===== src/rtl/wr_lane_steer_pkg.sv =====
package wr_lane_steer_pkg;

   typedef enum logic [1:0] {
      SZ_WORD = 2'b00,
      SZ_BYTE = 2'b01,
      SZ_HALF = 2'b10,
      SZ_RSVD = 2'b11
   } xfer_size_e;

   // a request is refused when its size is reserved or its offset is not aligned to its size
   function automatic logic req_refused(input logic [1:0] size, input logic [1:0] ofs);
      logic bad;
      unique case (size)
         SZ_BYTE: bad = 1'b0;
         SZ_HALF: bad = ofs[0];
         SZ_WORD: bad = (ofs != 2'b00);
         default: bad = 1'b1;
      endcase
      return bad;
   endfunction

endpackage


===== src/rtl/wr_lane_map.sv =====
module wr_lane_map
   import wr_lane_steer_pkg::*;
#(
   parameter int LANES  = 4,
   parameter int ADDR_W = 2
) (
   input  logic              narrow,
   input  logic [1:0]        size,
   input  logic [ADDR_W-1:0] ofs,
   output logic [ADDR_W-1:0] sel [LANES],
   output logic [LANES-1:0]  en
);

   always_comb begin
      en = '0;
      for (int l = 0; l < LANES; l++) sel[l] = ADDR_W'(l);
      if (!narrow) begin
         unique case (size)
            SZ_BYTE: begin
               en[0]  = 1'b1;
               sel[0] = ofs;
               unique case (ofs)
                  2'd1: begin
                     en[1]  = 1'b1;
                     sel[1] = ofs;
                  end
                  2'd2: begin
                     en[2]  = 1'b1;
                     sel[2] = ofs;
                  end
                  2'd3: begin
                     en[1]  = 1'b1;
                     en[3]  = 1'b1;
                     sel[1] = ofs;
                     sel[3] = ofs;
                  end
                  default: ;
               endcase
            end
            SZ_HALF: begin
               en[0]  = 1'b1;
               en[1]  = 1'b1;
               sel[0] = {ofs[1], 1'b0};
               sel[1] = {ofs[1], 1'b1};
               if (ofs[1]) begin
                  en[2] = 1'b1;
                  en[3] = 1'b1;
               end
            end
            SZ_WORD: en = '1;
            default: ;
         endcase
      end else begin
         unique case (size)
            SZ_BYTE: begin
               if (ofs[0]) begin
                  en[1]  = 1'b1;
                  sel[1] = ofs;
               end else begin
                  en[0]  = 1'b1;
                  sel[0] = ofs;
               end
            end
            SZ_HALF, SZ_WORD: begin
               en[0]  = 1'b1;
               en[1]  = 1'b1;
               sel[0] = {ofs[1], 1'b0};
               sel[1] = {ofs[1], 1'b1};
            end
            default: ;
         endcase
      end
   end

endmodule


===== src/rtl/wr_beat_seq.sv =====
module wr_beat_seq
   import wr_lane_steer_pkg::*;
#(
   parameter int DATA_W = 32,
   parameter int ADDR_W = 2
) (
   input  logic              clk,
   input  logic              rst_n,
   input  logic              take,
   input  logic              narrow_in,
   input  logic [1:0]        size_in,
   input  logic [ADDR_W-1:0] ofs_in,
   input  logic [DATA_W-1:0] data_in,
   input  logic              ack,
   output logic              busy,
   output logic              split,
   output logic              err,
   output logic              narrow_q,
   output logic [1:0]        size_q,
   output logic [ADDR_W-1:0] ofs_q,
   output logic [DATA_W-1:0] data_q
);

   localparam logic [ADDR_W-1:0] SECOND_OFS = ADDR_W'(2);

   logic second_q;

   always_ff @(posedge clk or negedge rst_n) begin
      if (!rst_n) begin
         busy     <= 1'b0;
         split    <= 1'b0;
         second_q <= 1'b0;
         err      <= 1'b0;
         narrow_q <= 1'b0;
         size_q   <= SZ_BYTE;
         ofs_q    <= '0;
         data_q   <= '0;
      end else begin
         err <= 1'b0;
         if (busy) begin
            if (ack) begin
               if (split && !second_q) begin
                  second_q <= 1'b1;
                  size_q   <= SZ_HALF;
                  ofs_q    <= SECOND_OFS;
               end else begin
                  busy     <= 1'b0;
                  split    <= 1'b0;
                  second_q <= 1'b0;
               end
            end
         end else if (take) begin
            if (req_refused(size_in, ofs_in)) begin
               err <= 1'b1;
            end else begin
               busy     <= 1'b1;
               split    <= narrow_in && (size_in == SZ_WORD);
               second_q <= 1'b0;
               narrow_q <= narrow_in;
               size_q   <= size_in;
               ofs_q    <= ofs_in;
               data_q   <= data_in;
            end
         end
      end
   end

endmodule


===== src/rtl/wr_lane_steer.sv =====
module wr_lane_steer
   import wr_lane_steer_pkg::*;
#(
   parameter int LANE_W = 8,
   parameter int LANES  = 4,
   parameter int ADDR_W = 2
) (
   input  logic                      clk,
   input  logic                      rst_n,
   input  logic                      narrow_port,
   input  logic                      req_valid,
   output logic                      req_ready,
   input  logic [1:0]                req_size,
   input  logic [ADDR_W-1:0]         req_addr,
   input  logic [LANE_W*LANES-1:0]   req_data,
   output logic                      beat_valid,
   input  logic                      beat_ack,
   output logic [ADDR_W-1:0]         beat_addr,
   output logic [LANE_W*LANES-1:0]   lane_data,
   output logic [LANES-1:0]          lane_oe,
   output logic                      atomic,
   output logic                      req_err
);

   localparam int DATA_W = LANE_W * LANES;

   if (LANES != 4) begin : g_bad_lanes
      $error("wr_lane_steer: lane map is defined for four lanes only");
   end
   if (ADDR_W != $clog2(LANES)) begin : g_bad_addr
      $error("wr_lane_steer: ADDR_W must address one lane");
   end
   if (LANE_W < 1) begin : g_bad_lane_w
      $error("wr_lane_steer: LANE_W must be positive");
   end

   logic                busy, split, narrow_q;
   logic [1:0]          size_q;
   logic [ADDR_W-1:0]   ofs_q;
   logic [DATA_W-1:0]   data_q;
   logic [ADDR_W-1:0]   sel [LANES];
   logic [LANES-1:0]    en;

   assign req_ready = !busy;

   wr_beat_seq #(.DATA_W(DATA_W), .ADDR_W(ADDR_W)) u_seq (
      .clk       (clk),
      .rst_n     (rst_n),
      .take      (req_valid && req_ready),
      .narrow_in (narrow_port),
      .size_in   (req_size),
      .ofs_in    (req_addr),
      .data_in   (req_data),
      .ack       (beat_ack),
      .busy      (busy),
      .split     (split),
      .err       (req_err),
      .narrow_q  (narrow_q),
      .size_q    (size_q),
      .ofs_q     (ofs_q),
      .data_q    (data_q)
   );

   wr_lane_map #(.LANES(LANES), .ADDR_W(ADDR_W)) u_map (
      .narrow (narrow_q),
      .size   (size_q),
      .ofs    (ofs_q),
      .sel    (sel),
      .en     (en)
   );

   for (genvar l = 0; l < LANES; l++) begin : g_lane
      logic drive;
      assign drive = busy && en[l];
      assign lane_oe[LANES-1-l] = drive;
      assign lane_data[DATA_W-1-l*LANE_W -: LANE_W] =
         drive ? data_q[DATA_W-1-int'(sel[l])*LANE_W -: LANE_W] : '0;
   end

   assign beat_valid = busy;
   assign beat_addr  = ofs_q;
   assign atomic     = busy && split;

endmodule


===== config.mk =====
export PLATFORM = sky130hd
export DESIGN_NAME = wr_lane_steer
export DESIGN_NICKNAME = d
export VERILOG_FILES = /design/src/rtl/wr_lane_steer_pkg.sv /design/src/rtl/wr_lane_map.sv /design/src/rtl/wr_beat_seq.sv /design/src/rtl/wr_lane_steer.sv
export SDC_FILE = /design/constraint.sdc
export NUM_CORES = 1
export LEC_CHECK = 0
export ABC_AREA = 1
export BUFFER_PORTS_ARGS = -buffer_cell sky130_fd_sc_hd__buf_2
export CAP_MARGIN = 10
export CORE_MARGIN = 1.5
export CORE_UTILIZATION = 52
export DETAILED_ROUTE_END_ITERATION = 7
export GPL_ROUTABILITY_DRIVEN = 0
export HOLD_SLACK_MARGIN = 0.08
export PLACE_DENSITY = 0.87
export SLEW_MARGIN = 20
export SYNTH_ARGS = -nofsm -noshare
export SYNTH_HDL_FRONTEND = slang
export SYNTH_SLANG_ARGS = --single-unit

===== constraint.sdc =====
create_clock -name clk -period 3.3 [get_ports clk]
set_input_delay 0.99 -clock clk [delete_from_list [all_inputs] [get_ports clk]]
set_output_delay 0.99 -clock clk [all_outputs]
set_load 0.05 [all_outputs]

==> Word-level counts from Yosys, hierarchy flattened <==
Cells that the tools add are included.
{ "classes": {"addsub": 4, "n_eq_ne": 11, "shift": 4, "mux": 52, "n_bitwise": 2, "reduce_logical": 20} }
{ "op_table": {"columns": ["op", "count"], "rows": [
  ["variable part select 39 x 6 -> 8 bit", 4],
  ["2-to-1 mux 2 bit", 16],
  ["2-to-1 mux 8 bit", 4],
  ["2-to-1 mux 1 bit", 24],
  ["subtractor 5 x 5 -> 6 bit, first input constant", 4],
  ["case mux 4 bit (2 select lines)", 2],
  ["2-to-1 mux 4 bit", 3],
  ["case mux 4 bit (3 select lines)", 1],
  ["== test 2 bit, second input constant", 4],
  ["logical AND 1 bit", 8],
  ["AND reduction 4 bit", 2],
  ["== test 2 x 1 -> 1 bit, second input constant", 3],
  ["!= test 2 bit, second input constant", 3],
  ["AND reduction 3 bit", 2],
  ["zero test 2 bit", 2],
  ["case mux 2 bit (2 select lines)", 1],
  ["nonzero test 2 bit", 2],
  ["OR reduction 2 bit", 2],
  ["case mux 1 bit (3 select lines)", 1],
  ["zero test 1 bit", 2],
  ["!= test 2 x 1 -> 1 bit, second input constant", 1],
  ["inverter 1 bit", 2]
]} }
{ "word_totals": {"register_bits": 41, "input_bits": 41, "output_inout_bits": 42, "wordCells": 101} }

==> Depth between registers and ports, before layout <==
Gate-level depths: netlist of the first run.
{ "logic_depth": {"word_depth": 8, "depth_mapped": 11, "depth_no_buf": 10} }

==> Modules after synthesis <==
A second synthesis of the first run with hierarchy kept.
{ "hier_totals": {"cells_unflattened": 543, "area_unflattened_um2": 3344.5} }
{ "modules_own_cells": {"columns": ["mod", "instances", "cells_per_inst", "area_per_inst_um2", "seq_area_each_um2"], "rows": [
  ["wr_beat_seq", 1, 193, 1730.4, 1027.2],
  ["wr_lane_steer", 1, 298, 1342.5, 0.0],
  ["wr_lane_map", 1, 52, 271.5, 0.0]
]} }

==> Worst setup path before layout of the first run <==
OpenSTA, ideal clock, no wires.
{ "synth_path": {"kind": "register -> output", "start": "register u_seq.size_q[0]", "end": "output port lane_data[19]", "t_arrival_ns": 2.238, "required_ns": 2.310, "path_slack_ns": 0.072, "path_stages_with_launch": 12, "path_buffers": 1, "cell_sequence": "dfstp_2 > inv_1 > ha_1 > inv_1 > nor2_4 > nand2_4 > buf_6 > nand2_1 > nand2_1 > nand2_1 > nand2_1 > nor2_1"} }
{ "synth_via": {"elab_chain_len": 7, "elab_cells_between_ends": 14, "cone_classes": "add/sub (1); eq/ne (2); shift (1); mux (7); reduce/logical (3)"} }
{ "synth_lines": {"columns": ["item", "line", "rtl"], "rows": [
  ["from (decl)", "wr_beat_seq.sv:19", "output logic [1:0] size_q,"],
  ["from (signal assigned)", "wr_beat_seq.sv:60", "size_q <= size_in;"],
  ["== test 2 bit or zero test 2 bit (tied branches)", "wr_lane_map.sv:18, wr_lane_map.sv:54", null],
  ["OR reduction 2 bit", "wr_lane_map.sv:54", "unique case (size)"],
  ["case mux 4 bit (2 select lines)", "wr_lane_map.sv:54", null],
  ["2-to-1 mux 4 bit", "wr_lane_map.sv:17", "if (!narrow) begin"],
  ["subtractor 5 x 5 -> 6 bit", "wr_lane_steer.sv:77", "drive ? data_q[DATA_W-1-int'(sel[l])*LANE_W -: LANE_W] : '0;"],
  ["variable part select 39 x 6 -> 8 bit", "wr_lane_steer.sv:77", null],
  ["2-to-1 mux 8 bit (*)", "wr_lane_steer.sv:77", null],
  ["to (decl)", "wr_lane_steer.sv:19", "output logic [LANE_W*LANES-1:0] lane_data,"]
]} }
Mark *: on every way between the ends. The rest lies on a longest branch, timed or not.

==> Worst setup path after layout of the first run <==
{ "layout_path": {"start": "register u_seq.size_q[0]", "end": "output port lane_data[16]"} }
Same word-level chain as after synthesis.

==> run metrics, run 1 <==
status complete, no violations; YS warnings 0; GR Util All Layers 25.7%; required time worst endpoint 2.31 ns; CP Capture Type output pin; vias in the first global route 2565; fraction of layout cells with a size suffix above 1 27.7%; Critical Path Fanout Max 12; post-route ant nets 0; Port Buffers 82; Initial Utilization 55.1%; top_reg_cell synth dfrtp_1; crit path DAT 2.30 ns; routed vias 2815; maxcap violations 0; unrepaired setup endpoints after global routing true; CP Cell Sequence inv_2 -> ha_4 -> inv_2 -> nor2_4 -> buf_12 -> nand2_4 -> o21ai_2 -> nor2_1 -> nor2_2 -> buf_6; Synth top area share 37.4%; area leader, netlist dfrtp_1; Final WS setup 0.00651 ns; Detailed Route Iter0 Violations 298; Num CTS Buffers 5; crit path time final 3.29 ns; WS Path Type reg -> out; Die Y 74.7 um; Antenna Cells 0; clk sinks 41; pre-CTS setup slack 0.191 ns; WHS 0.483 ns; ys async rst share 100%; post-synthesis cell type count 25; most frequent cells after synthesis 135 x nand2_1, 78 x nor2_1, 40 x dfrtp_1, 39 x inv_1, 25 x a21oi_1; Worst path max stage delay 0.57 ns; part of the Yosys area used for sequential elements 38.4%; first-pass GRT wire length 11.0 mm; Post-Syn Area 2670 um^2; Worst Setup Start Kind flop; number of synthesized flops with an enable pin 0; final WL 7.24 mm; Clock Latency Late Sink 0.30 ns; final net count 531; worst vdd ir 0.481 mV; Pre-antenna DRT Iters 7; pin count of the biggest net entering global routing 42; fill count 359; CP Buf/Inv Count 4; synth top area cells dfrtp_1 37%, nand2_1 19%, nor2_1 11%; synth-to-layout area growth 28.4%; Post-Synthesis Cells 405; via density per instance 5.08; Yosys reg bits 41; Rel. slew slack 39.1%; post-DP HPWL 4.89 mm; initial antenna violation count 0; Mean Syn Cell Area 6.60 um^2; H-Tree Depth 2; Setup Skew 0.00845 ns; DR WL/cell 13.1 um; Final Cycle Share 99.8%; Die Area 5580 um^2; CTS tree yes; static leakage power 1.95 nW; core area 4850 um^2; Slowest cell on crit path dfstp_2; Die Width 74.7 um; most frequent cell after synthesis nand2_1; PD cells 908 nW/um^2; Worst-Margin Slew 0.914 ns; total grt overflow 0; CTS Buffer Depth 2; IO Count 83; Slew Limit Fails 0; cell family with most CP delay flip-flops; root buf cell clkbuf_8; Worst-path clk slew 0.08 ns; Top cell by count, worst path inv_2; Fmax 304 MHz; # setup viols final 0; Final Hold Viols 0; Net Count, Synth 450; Site Rows 25; Hold WC Path Type reg -> reg; drt drc 0
-- what timing repair did --
| action | CTS | global route |
|---|---|---|
| hold buffers | 0 | 0 |
| pin swaps | 1 | 9 |
| setup buffers | 1 | 4 |
| gates resized for setup | 14 | 44 |
| setup endpoints to repair | 16 | 16 |
| gates cloned | 0 | 2 |
-- final timing paths --
path	start	end	slack (ns)	cells after the start
worst max-delay path	u_seq.size_q[0]$_DFFE_PN1P_	lane_data[16]	0.007	10
worst min-delay path	u_seq.split$_DFFE_PN0P_	u_seq.split$_DFFE_PN0P_	0.48	2
worst max register to register	u_seq.busy$_DFF_PN0_	u_seq.data_q[8]$_DFFE_PN0P_	1.49	7
worst min register to register	u_seq.split$_DFFE_PN0P_	u_seq.split$_DFFE_PN0P_	0.48	2
max in group asynchronous	rst_n	u_seq.data_q[30]$_DFFE_PN0P_	1.91	1
min in group asynchronous	rst_n	u_seq.ofs_q[1]$_DFFE_PN0P_	0.82	1
-- cells in the final DEF (no fill, tap or decap), drive strengths merged --
cell type / instances
a21oi: 25
and2: 1
buf: 88
bufinv: 1
clkbuf: 6
clkinv: 1
clkinvlp: 1
dfrtp: 40
dfstp: 1
ha: 4
inv: 44
nand2: 143
nand3: 16
nand3b: 8
nor2: 83
nor3: 1
o211ai: 1
o21ai: 23
-- where the power goes --
group / switching (mW) / total (mW) / internal (mW)
Clock: 0.177 / 0.404 / 0.227
Sequential: 0.0999 / 0.751 / 0.651
Combinational: 1.35 / 1.96 / 0.614
Total: 1.62 / 3.12 / 1.49
-- layout make-up --
type | instances | area, um^2 | area share, %
multi-input combinational | 305 | 1460 | 42.5
sequential | 41 | 1030 | 29.9
clock buffer | 6 | 72.6 | 2.11
clock inverter | 2 | 38.8 | 1.13
tap | 67 | 83.8 | 2.44
timing repair buffer | 88 | 577 | 16.8
inverter | 45 | 175 | 5.10
-- per-layer routing --
metal	GRT usage, %	share of wire (%)
met2	43.6	48
met5	0	0
met1	32.5	43
met3	5.62	7.2
met4	9.29	1.5
-- cells by family after synthesis --
group	count (synthesis)	share of synthesized area, %
simple gates	250	38.9
buf+inv	61	11.1
compound gates	49	9.69
flops	41	38.4
fa+ha+maj	4	1.87
-- registers in the layout, indices dropped and copies added, names as in the netlist --
signal and cells:
u_seq.data_q 32, u_seq.ofs_q 2, u_seq.size_q 2, u_seq.busy 1, u_seq.err 1, u_seq.narrow_q 1
u_seq.second_q 1, u_seq.split 1
-- worst reg2reg max path: cells and delay by family (launching register included) --
| family | cells | cell delay (ns) |
|---|---|---|
| buffers and inverters | 3 | 0.61 |
| AND/OR/NAND/NOR | 3 | 0.55 |
| flip-flops | 1 | 0.49 |
| AO/OA/AOI/OAI | 1 | 0.05 |
-- metrics by stage --
stage | power, mW | std cells | instance area [um^2] | util, % | TNS (ns)
global route | 3.32 | 554 | 3430 | 70.8 | -0.443
global placement | 2.31 | 539 | 3060 | 63.1 | 0
floorplan | 2.06 | 405 | 2670 | - | 0
detailed placement | 2.34 | 539 | 3060 | 63.1 | 0
CTS | 2.80 | 548 | 3210 | 66.3 | -0.00597
finish | 3.12 | 554 | 3430 | 70.8 | 0
No activity file was read; power rests on OpenSTA's default activity.
==> run 2: changes to the inputs <==
- ABC_AREA: 1 -> 0
- CORE_UTILIZATION: 52 -> 51
- PLACE_DENSITY: 0.87 -> 0.86
==> run metrics, run 2 <==
CP Buf/Inv Count 5 (+1); Hold WC Path Type reg -> reg; CP startpoint u_seq.size_q[0]$_DFFE_PN1P_; YS warnings 0 (unchanged); R2R depth 4 (-3); static leakage power 1.84 nW (-5.7%); top_reg_cell synth dfrtp_1; part of the Yosys area used for sequential elements 40.4% (+1.9 points); Worst Setup Start Kind flop; pre-CTS setup slack -0.261 ns (-0.452 ns); Final WS setup -0.181 ns (-0.188 ns); root buf cell clkbuf_8; r2r setup slk 1.36 ns (-0.13 ns); maxcap violations 0 (unchanged); Critical R2R Launch u_seq.busy$_DFF_PN0_; PD cells 748 nW/um^2 (-18%); Port Buffers 82 (unchanged); Hold Buf Count CTS 0 (unchanged); Top cell by count, worst path buf_8; via density per instance 5.77 (+14%); initial antenna violation count 0 (unchanged); Finished Layout Cells 407 (-27%); CP Cell Sequence inv_4 -> ha_4 -> nor4b_4 -> buf_12 -> buf_8 -> buf_8 -> mux2i_2 -> a211oi_2 -> buf_6; Setup Skew 0.00458 ns (-0.00387 ns); Final Util 84.4% (+14 points); CP Capture Point lane_data[21]; Slew Limit Fails 0 (unchanged); ys async rst share 100% (unchanged); r2r endpoint u_seq.data_q[31]$_DFFE_PN0P_; commonest cells after routing, fill and taps aside 51 x buf_2, 40 x dfrtp_1, 33 x mux2_2; post-route ant nets 0 (unchanged); Worst-Margin Slew 0.908 ns (-0.00601 ns); Initial Utilization 53.5% (-1.6 points); Cells after DPL 377 (-30%); Critical Path Fanout Max 6 (-6); Worst path max stage delay 0.56 ns (about the same); Die Area 5420 um^2 (-2.8%); crit path time final 3.48 ns (+0.188 ns); number of synthesized flops with an enable pin 0 (unchanged); synth-to-layout area growth 57.6%; Fmax 287 MHz (-5.4%); post-synthesis cell type count 37 (+48%); Mean Syn Cell Area 11.3 um^2 (+71%); area leader, netlist dfrtp_1; clk sinks 41 (unchanged); Clock Latency Late Sink 0.31 ns (about the same); most common cell after layout, fill and taps aside buf_2; most frequent cells after synthesis 40 x dfrtp_1, 33 x mux2_2, 24 x mux2i_1, 19 x and2_1, 15 x a211oi_1; unrepaired setup endpoints after global routing true; biggest regs u_seq.data_q: 32 flops, u_seq.ofs_q: 2 flops, u_seq.size_q: 2 flops; first-pass GRT wire length 12.1 mm (+9.9%); Net Count, Synth 271 (-40%); required time worst endpoint 2.31 ns (about the same); status finished, violations left; IO Count 83 (unchanged); drt drc 0 (unchanged); WP depth 9 (-1); CTS Buffer Depth 2 (unchanged); final WL 8.51 mm (+17%); Post-Syn Area 2540 um^2 (-4.8%); Post-DP Area 3210 um^2 (+4.9%); post-DP HPWL 4.74 mm (-3.1%); Die Width 73.6 um (-1.4%); CTS tree yes; WS Path Type reg -> out; Antenna Cells 0 (unchanged); most frequent cell after synthesis dfrtp_1; Num CTS Buffers 5 (unchanged); Detailed Route Iter0 Violations 161 (-46%); H-Tree Depth 2 (unchanged); largest reg by FF count u_seq.data_q; Slowest cell on crit path dfstp_2; Final Hold Viols 0 (unchanged); # setup viols final 23 (+23); Pre-antenna DRT Iters 4 (-3); Yosys reg bits 41 (unchanged); CP Capture Type output pin; routed vias 2349 (-17%); cell family with most CP delay buffers and inverters; Power Total 3.00 mW (-3.8%); worst vdd ir 0.395 mV (-18%); fraction of layout cells with a size suffix above 1 63.5% (+36 points); pin count of the biggest net entering global routing 42 (unchanged); Final Cell Area 4010 um^2 (+17%); crit path DAT 2.49 ns (+0.19 ns); synth top area cells dfrtp_1 39%, mux2_2 15%, mux2i_1 9.4%; DR WL/cell 20.9 um (+60%); Synth top area share 39.3% (+1.9 points); Final Cycle Share 105% (+5.7 points); Post-Synthesis Cells 226 (-44%); Site Rows 25 (unchanged); vias in the first global route 2493 (-2.8%); Rel. slew slack 39.5% (+0.40 points); Die Y 73.6 um (-1.4%); GR Util All Layers 30.4% (+4.7 points); core area 4750 um^2 (-1.9%); Worst-path clk slew 0.07 ns (about the same); failing checks setup timing; final net count 384 (-28%); total grt overflow 0 (unchanged); max reg flops 32 (unchanged)
[run 2: cell types whose count changed after synthesis, moves of 16 or more]
cell,before,now
mux2_2,0,33
a21oi_1,25,0
mux2i_1,0,24
nand2_1,135,7
and2_1,1,19
nor2_1,78,2
inv_1,39,7
o21ai_1,17,1
[run 2: stage by stage]
| step | hold WS, ns | setup TNS, ns |
|---|---|---|
| floorplan | 0.497 | -0.121 |
| global placement | 0.514 | -0.630 |
| detailed placement | 0.518 | -1.06 |
| CTS | 0.537 | -0.492 |
| global route | 0.572 | -3.13 |
| finish | 0.535 | -1.78 |
[run 2: worst register-to-register path: stages, from the launching register on]
cell and delay (ns):
dfrtp_1 0.49, nor2b_1 0.29, and2_1 0.19, buf_4 0.42
mux2_2 0.43
[run 2: area by class of cell]
cell class              instances  area [um^2]
multi-input cells             163         1820
clock buffers                   7         76.3
fillers                       247          743
well taps                      67         83.8
repair buffers                121          967
clock inverters                 1         5.00
flip-flops and latches         41         1030
inverters                       7         28.8
[run 2: per-layer routing]
metal | part of all wire, % | routed length (um) | GRT usage, % | vias up
met1 | 38 | 3260 | 36.1 | 1151
li1 | - | - | - | 1048
met2 | 52 | 4460 | 52.3 | 116
met3 | 5.4 | 457 | 5.76 | 34
met5 | 0 | 0 | 0 | -
met4 | 3.9 | 331 | 15.2 | 0
[run 2: cell families (layout without fill, tap and decap cells)]
family                   after synthesis  in the layout  share of synthesized area, %
buffers and inverters                 24            136                          5.75
AO/OA/AOI/OAI                         36             37                          11.6
flip-flops                            41             41                          40.4
multiplexers                          57             57                          24.0
AND/OR/NAND/NOR                       64             65                          16.3
adder cells (fa/ha/maj)                4              4                          1.97
[run 2: power by group]
| part | switching [mW] | leakage, nW | internal [mW] |
|---|---|---|---|
| logic | 1.00 | 1.31 | 0.840 |
| clock network | 0.178 | 0.0422 | 0.148 |
| registers | 0.196 | 0.486 | 0.636 |
[run 2: how the worst min path moves through the flow]
stage | endpoint | cells after the start | start
after CTS | u_seq.second_q$_DFFE_PN0P_ | 1 | u_seq.second_q$_DFFE_PN0P_
final | u_seq.second_q$_DFFE_PN0P_ | 1 | u_seq.second_q$_DFFE_PN0P_
after detailed placement | u_seq.second_q$_DFFE_PN0P_ | 1 | u_seq.second_q$_DFFE_PN0P_
after floorplan | u_seq.second_q$_DFFE_PN0P_ | 1 | u_seq.second_q$_DFFE_PN0P_
after global routing | u_seq.second_q$_DFFE_PN0P_ | 1 | u_seq.second_q$_DFFE_PN0P_
after global placement | u_seq.second_q$_DFFE_PN0P_ | 1 | u_seq.second_q$_DFFE_PN0P_
[run 2: timing repair]
item                       4_1_cts  5_1_grt
resized for setup               95       35
setup buffers                   11        8
setup endpoints to repair       31       33
gates cloned                     2        1
pin swaps                       26        8
hold endpoints to repair         0        0
==> run 3: changes to the inputs <==
- SETUP_SLACK_MARGIN: default -> 0.1
==> run metrics, run 3 (same netlist as run 2, synthesis figures left out) <==
status finished, violations left; failing checks setup timing; Critical R2R Launch u_seq.busy$_DFF_PN0_; unrepaired setup endpoints after global routing true; core area 4750 um^2 (unchanged); GR Util All Layers 33.6% (+3.2 points); Antenna Cells 0 (unchanged); Hold Path Sink u_seq.second_q$_DFFE_PN0P_; post-route ant nets 0 (unchanged); post-DP HPWL 4.79 mm (+1.1%); final WL 10.9 mm (+28%); Finished Layout Cells 408 (+0.25%); clk sinks 41 (unchanged); static leakage power 1.87 nW (+2.0%); maxcap violations 0 (unchanged); Top cell by count, worst path buf_6; CP Buf/Inv Count 4 (-1); Site Rows 25 (unchanged); Hold WC Path Type reg -> reg; Post-DP Area 3250 um^2 (+1.1%); CTS tree yes; routed vias 2585 (+10%); Rel. slew slack 39.6% (+0.11 points); largest reg by FF count u_seq.data_q; Clock Latency Late Sink 0.30 ns (about the same); Slew Limit Fails 0 (unchanged); via density per instance 6.34 (+9.8%); Detailed Route Iter0 Violations 224 (+39%); H-Tree Depth 2 (unchanged); DR WL/cell 26.7 um (+28%); drt drc 0 (unchanged); root buf cell clkbuf_8; Hold Buf Count CTS 0 (unchanged); Critical Path Fanout Max 8 (+2); Num CTS Buffers 5 (unchanged); Slowest cell on crit path dfstp_2; Setup Skew 0.00719 ns (+0.00260 ns); cell family with most CP delay buffers and inverters; Die Area 5420 um^2 (unchanged); Die Width 73.6 um (unchanged); total grt overflow 0 (unchanged); Worst path max stage delay 0.57 ns (about the same); CP Capture Type output pin; WS Path Type reg -> out; R2R depth 4 (unchanged); hold_sp u_seq.second_q$_DFFE_PN0P_; Initial Utilization 53.5% (unchanged); crit path DAT 2.59 ns (+0.10 ns); Worst Setup Start Kind flop; synth-to-layout area growth 65.9%; Final WS setup -0.278 ns (-0.0964 ns); Worst-Margin Slew 0.906 ns (-0.00170 ns); required time worst endpoint 2.31 ns (about the same); Die Y 73.6 um (unchanged); first-pass GRT wire length 13.0 mm (+7.0%); Pre-antenna DRT Iters 5 (+1); Worst-path clk slew 0.08 ns (about the same); max reg flops 32 (unchanged); fraction of layout cells with a size suffix above 1 66.9% (+3.3 points); CP Cell Sequence inv_2 -> ha_4 -> nor2b_4 -> o21ai_4 -> buf_12 -> or2_4 -> buf_6 -> a211oi_4 -> buf_6; setup TNS -4.56 ns (-2.78 ns); Cells after DPL 377 (unchanged); pre-CTS setup slack -0.156 ns (+0.105 ns); PD cells 791 nW/um^2 (+5.8%); r2r endpoint u_seq.data_q[27]$_DFFE_PN0P_; commonest cells after routing, fill and taps aside 49 x buf_2, 40 x dfrtp_1, 33 x mux2_2; crit path time final 3.58 ns (+0.0964 ns); initial antenna violation count 0 (unchanged); final net count 385 (+0.26%); Final Cycle Share 108% (+2.9 points); biggest regs u_seq.data_q: 32 flops, u_seq.ofs_q: 2 flops, u_seq.size_q: 2 flops; Final Cell Area 4220 um^2 (+5.3%); r2r setup slk 1.51 ns (+0.15 ns); worst vdd ir 0.471 mV (+19%); Port Buffers 82 (unchanged); # setup viols final 25 (+8.7%); Final Hold Viols 0 (unchanged); CTS Buffer Depth 2 (unchanged); most common cell after layout, fill and taps aside buf_2; Hold Path Depth 1 (unchanged); IO Count 83 (unchanged); Fmax 280 MHz (-2.7%); pin count of the biggest net entering global routing 42 (unchanged); vias in the first global route 2402 (-3.7%)
==> run 3: cell count changes in the layout (fill, tap and decap cells not counted), sizes merged <==
cell    before  now
buf        116  117
clkbuf      12   13
or2          4    3
==> run 3: area by class of cell <==
cell class | count | area (um^2)
multi-input combinational | 162 | 1910
timing repair buffer | 123 | 1070
sequential | 41 | 1030
fill | 174 | 532
clock buffer | 7 | 96.3
tap | 67 | 83.8
inverter | 7 | 26.3
clock inverter | 1 | 5.00
==> run 3: what timing repair did <==
action,in CTS,in global routing
endpoints found under the setup margin,34,36
pin swaps,19,19
cloned,1,1
endpoints found under the hold margin,0,0
resized for setup,100,50
setup buffers,11,13
==> run 3: how the worst max path moves through the flow <==
stage                                      from  slack (ns)  cells past startpoint            end
floorplan           u_seq.size_q[0]$_DFFE_PN1P_       0.005                      8  lane_data[30]
global placement    u_seq.size_q[0]$_DFFE_PN1P_       -0.07                      8  lane_data[16]
detailed placement  u_seq.size_q[0]$_DFFE_PN1P_       -0.16                      8  lane_data[16]
CTS                 u_seq.size_q[0]$_DFFE_PN1P_       -0.12                      8  lane_data[17]
global route        u_seq.size_q[0]$_DFFE_PN1P_       -0.59                      9  lane_data[20]
finish              u_seq.size_q[0]$_DFFE_PN1P_       -0.28                      9  lane_data[16]
==> run 3: layer usage <==
metal / GRT usage, % / part of all wire, %
met5: 0 / 0
met4: 20.2 / 7.5
met3: 5.76 / 7.9
met2: 58.8 / 48
met1: 38.1 / 36
==> run 3: power by group <==
part / internal (mW) / total [mW] / switching, mW
sequential: 0.635 / 0.875 / 0.239
combinational: 0.949 / 2.09 / 1.14
clock: 0.189 / 0.371 / 0.182
==> run 3: per-stage QoR <==
stage          hold WS [ns]  utilization (%)  total power [mW]
2_1_floorplan         0.497                -              1.70
3_3_place_gp          0.513             68.3              2.01
3_5_place_dp          0.522             68.3              2.05
4_1_cts               0.547             82.0              2.87
5_1_grt               0.588             88.8              3.44
6_report              0.547             88.8              3.34
